<file path="src/rtl/secded13_codec.sv">
module secded13_codec #(
  parameter int DW = 8,
  parameter int SW = 4
) (
  input  logic                clk,
  input  logic                rst,
  input  logic                in_valid,
  input  logic [DW-1:0]       wr_data,
  input  logic [DW+SW:0]      rd_word,
  output logic                out_valid,
  output logic [DW+SW:0]      out_code,
  output logic [DW-1:0]       out_data,
  output logic [SW-1:0]       out_syndrome,
  output logic                out_single,
  output logic                out_double
);
  localparam int NPOS = DW + SW;
  localparam int CW   = NPOS + 1;

  function automatic bit is_pow2(input int p);
    return (p & (p - 1)) == 0;
  endfunction

  function automatic int data_pos(input int j);
    int seen;
    seen = 0;
    for (int p = 1; p <= NPOS; p++)
      if (!is_pow2(p)) begin
        if (seen == j) return p;
        seen++;
      end
    return 1;
  endfunction

  function automatic logic [NPOS-1:0] grp_mask(input int s);
    logic [NPOS-1:0] m;
    for (int p = 1; p <= NPOS; p++) m[p-1] = ((p >> s) & 1) == 1;
    return m;
  endfunction

  logic [NPOS-1:0] dat_body, enc_body, flip, fixed;
  logic [SW-1:0]   syn;
  logic            ptot, is_single, is_double;
  logic [DW-1:0]   dec_data;
  logic [CW-1:0]   enc_word;

  for (genvar j = 0; j < DW; j++) begin : g_place
    assign dat_body[data_pos(j)-1] = wr_data[DW-1-j];
    assign dec_data[DW-1-j]        = fixed[data_pos(j)-1];
  end

  for (genvar s = 0; s < SW; s++) begin : g_chk
    assign dat_body[(1<<s)-1] = 1'b0;
    assign enc_body[(1<<s)-1] = ^(dat_body & grp_mask(s));
    assign syn[s]             = ^(rd_word[NPOS-1:0] & grp_mask(s));
  end

  for (genvar p = 1; p <= NPOS; p++) begin : g_pos
    if (!is_pow2(p)) begin : g_d
      assign enc_body[p-1] = dat_body[p-1];
    end
    assign flip[p-1] = is_single && (syn == SW'(p));
  end

  assign enc_word  = {^enc_body, enc_body};
  assign ptot      = ^rd_word;
  assign is_single = ptot && (int'(syn) <= NPOS);
  assign is_double = (syn != '0) && !is_single;
  assign fixed     = rd_word[NPOS-1:0] ^ flip;

  always_ff @(posedge clk) begin
    if (rst) begin
      out_valid    <= 1'b0;
      out_single   <= 1'b0;
      out_double   <= 1'b0;
      out_code     <= '0;
      out_data     <= '0;
      out_syndrome <= '0;
    end else begin
      out_valid <= in_valid;
      if (in_valid) begin
        out_code     <= enc_word;
        out_data     <= dec_data;
        out_syndrome <= syn;
        out_single   <= is_single;
        out_double   <= is_double;
      end
    end
  end
endmodule


</file>
<file path="config.mk">
export PLATFORM = sky130hd
export DESIGN_NAME = secded13_codec
export DESIGN_NICKNAME = d
export VERILOG_FILES = /design/src/rtl/secded13_codec.sv
export SDC_FILE = /design/constraint.sdc
export NUM_CORES = 1
export LEC_CHECK = 0
export ABC_AREA = 1
export ABC_CLOCK_PERIOD_IN_PS = 4250
export BUFFER_PORTS_ARGS = -buffer_cell sky130_fd_sc_hd__buf_4
export CAP_MARGIN = 15
export CORE_MARGIN = 2
export CORE_UTILIZATION = 47
export CTS_CLUSTER_DIAMETER = 60
export DETAILED_ROUTE_END_ITERATION = 10
export GPL_TIMING_DRIVEN = 0
export PLACE_DENSITY_LB_ADDON = 0.1
export SYNTH_ARGS = -nofsm -noshare
export SYNTH_HDL_FRONTEND = slang
export SYNTH_SLANG_ARGS = --single-unit
</file>
<file path="constraint.sdc">
create_clock -name clk -period 4.25 [get_ports clk]
set_input_delay 0.85 -clock clk [delete_from_list [all_inputs] [get_ports clk]]
set_output_delay 0.85 -clock clk [all_outputs]
set_load 0.02 [all_outputs]
</file>
==> out/results.tsv <==
stage	metric	value	unit
clock_tree	clock_sinks	28	
synthesis	synth_cell_types	28	
setup_path	startpoint_type	primary input	
setup_path	crit_path_cell_trace	buf_4, xnor2_1, nand3_1, nand2_2, nand2_1, nor2_1, nand3_1, nand2_1, nand3_1, nand2_1, inv_1	
floorplan	ios	52	
floorplan	die_w	71.9	µm
clock_tree	cts_hold_buf	0	
min_path	whs_path_depth	2	
detailed_routing	drtIter0Drc	140	
setup_path	reg2reg_depth	4	
detailed_routing	firstDrtPassIters	4	
synthesis	ys.warnings.count	0	
sta	slew_viol_final	0	
global_routing	grt_pass1_wl	8920	µm
global_routing	grt_antenna_before_repair	0	
clock_tree	cts_buffer_depth	2	
sta	max_freq	479	MHz
min_path	min_to	out_double	
synthesis	synth_seq_cells	28	
flow_run	max_cap_violations	0	
setup_path	worstPathMaxFanout	5	
clock_tree	clk_pin_slew_worst_paths	0.09	ns
cells_and_area	fin_util	0.599	
floorplan	rows	24	
placed_design	dp_hpwl	4170	µm
placed_design	gp_congestion	0.911	
cells_and_area	area_growth	21.1	%
floorplan	fp.coreArea	4380	µm²
sta	worstMarginPinSlew	0.499	ns
pwr	power_density	294	nW/µm²
global_routing	grt_pass1_vias	2020	
clock_tree	cts_resized	0	
cells_and_area	fin_nets	429	
synthesis	synthesis.area	2170	µm²
global_routing	grt_max_degree	16	
detailed_routing	drc	0	
cells_and_area	drive_gt1_frac	0.228	
placed_design	place_ws	1.90	ns
sta	rsz0062_at_grt	false	
global_routing	grt_overflow_total	0	
detailed_routing	drtAntennaViolNets	0	
min_path	hold_path.class	flip-flop to flip-flop	
setup_path	critical_path_class	primary input to flip-flop	
setup_path	rrSetupSlack	3.58	ns
synthesis	avgSynthCellArea	6.10	µm²
cells_and_area	diodes	0	
synthesis	synthFlopType	dfxtp_1	
detailed_routing	wl	5330	µm
floorplan	die-area	5170	µm²
sta	fin_setup_tns	0	ns
clock_tree	insertion_delay	0.27	ns
status	status	completed	
clock_tree	clockRootBuffer	clkbuf_8	
placed_design	io_buffer_count	45	
pwr	swShare	0.368	
setup_path	worst_path_max_delay_cell	xnor2_1	
pwr	intPower	488	µW
setup_path	critPathArrivalTime	2.27	ns
detailed_routing	via_per_inst	5.00	
sta	finalCritPeriodShare	0.491	
sta	hold_violations	0	
setup_path	cpPeakStageDelay	0.35	ns
clock_tree	numCtsBuffers	3	
sta	layout_setup_ws	2.16	ns
setup_path	r2r-end	out_data[7]	
pwr	seqPwrFrac	0.383	
clock_tree	cts_max_level	1	
sta	skew	0	ns
setup_path	required	4.43	ns
pwr	peakVddDrop	0.249	mV
floorplan	initial_core_util	0.494	
pwr	total_leakage_power	1.45	nW
pwr	power_switching	283	µW
min_path	min-delay-start	out_double	
global_routing	grt_use_total	0.212	
pwr	clkPwrFrac	0.210	
clock_tree	cts_tree	done	
setup_path	reg2reg_from	out_data[7]	
pwr	pwr-share-comb	0.407	
sta	setup_viol	0	
synthesis	synth_edf_count	0	
synthesis	syn-instance-count	355	
setup_path	endpoint_kind	flip-flop	
synthesis	seq_area_frac_synth	0.259	
synthesis	syn_nets	379	
detailed_routing	wire_per_inst	11.7	µm
detailed_routing	vias	2280	
sta	fin_crit	2.09	ns
sta	relSlewSlack	0.667	
floorplan	die_h	71.9	µm
synthesis	async_flop_share	0	
clock_tree	post_cts.repair.setup_buffers	0	
==> cell usage after synthesis, types with 2 or more instances <==
| master | n | share of area |
|---|---|---|
| clkbuf_1 | 4 | 0.0069 |
| nand4_1 | 7 | 0.020 |
| o211ai_1 | 5 | 0.017 |
| nor2_1 | 45 | 0.078 |
| nand2_4 | 3 | 0.016 |
| xor2_1 | 7 | 0.028 |
| nand2_2 | 16 | 0.046 |
| nand3_2 | 3 | 0.014 |
| o21ai_0 | 13 | 0.030 |
| buf_2 | 2 | 0.0046 |
| buf_4 | 2 | 0.0069 |
| nand2_1 | 119 | 0.21 |
| dfxtp_1 | 28 | 0.26 |
| inv_4 | 2 | 0.0058 |
| xnor2_1 | 12 | 0.048 |
| buf_6 | 5 | 0.026 |
| inv_2 | 5 | 0.0087 |
| inv_1 | 34 | 0.059 |
| nand3_1 | 29 | 0.067 |
| a21oi_1 | 6 | 0.014 |
==> logic make-up after synthesis <==
family,synth area share
AO/OA/AOI/OAI,0.0826
flip-flops,0.259
buffers and inverters,0.124
AND/OR/NAND/NOR,0.458
XOR/XNOR,0.0768
==> area by class of cell <==
type | count | area (µm²)
tap | 52 | 65.1
sequential | 28 | 561
clock buffer | 4 | 55.1
multi-input combinational | 271 | 1340
buffer | 14 | 100
fill | 477 | 1760
timing repair buffer | 45 | 338
inverter | 42 | 168
==> metal layers <==
metal  GRT usage  routed length (µm)  vias up
li1            -                   -     1200
met1       0.298                2520     1010
met2       0.350                2440       68
met3      0.0361                 349        2
met4      0.0294                  10        0
met5           0                   0        -
==> state kept, by name, indices dropped and copies added, names as in the netlist <==
| signal | flops |
|---|---|
| out_data | 8 |
| out_double | 1 |
| out_code | 13 |
| out_single | 1 |
| out_syndrome | 4 |
| out_valid | 1 |
==> cells in the final DEF, fill, tap and decap left out, types with 4 or more instances in the layout <==
cell type and instances:
nand3_1 29, clkbuf_8 4, nand2_2 16, inv_2 5, o211ai_1 5, buf_6 5, nor2_1 45, xor2_1 7
a21oi_1 6, nand2_1 119, inv_1 34, o21ai_0 13, dfxtp_1 28, clkbuf_1 4, nand4_1 7, xnor2_1 12
buf_4 47
==> power groups by stage <==
stage	sequential (mW)	combinational, mW	clock [mW]
3_3_place_gp	0.301	0.308	0
6_report	0.296	0.314	0.162
4_1_cts	0.296	0.314	0.170
2_1_floorplan	0.327	0.193	0
3_5_place_dp	0.302	0.313	0
5_1_grt	0.298	0.349	0.178
==> metrics by stage <==
step | hold WS (ns) | power (mW) | instance area (µm²) | instances
2_1_floorplan | 0.555 | 0.520 | 2170 | 355
3_3_place_gp | 0.473 | 0.609 | 2570 | 452
3_5_place_dp | 0.474 | 0.614 | 2570 | 452
4_1_cts | 0.493 | 0.780 | 2630 | 456
5_1_grt | 0.523 | 0.825 | 2630 | 456
6_report | 0.490 | 0.771 | 2630 | 456
==> worst max path at each step <==
stage          cells after the start        from  slack [ns]          end
2_1_floorplan                     16  rd_word[2]        2.18  out_data[3]
3_3_place_gp                      12  rd_word[9]        1.91  out_data[3]
3_5_place_dp                      12  rd_word[9]        1.90  out_data[3]
4_1_cts                           12  rd_word[9]        2.19  out_data[3]
5_1_grt                           12  rd_word[9]        1.98  out_data[3]
6_report                          11  rd_word[9]        2.16  out_data[3]
==> worst max-delay path, delay by kind of cell <==
family	cells	cell delay, ns
and+or+nand+nor	8	0.90
xor gates and xnor gates	1	0.35
buffers and inverters	2	0.17
(Power assumes the default switching activity.)
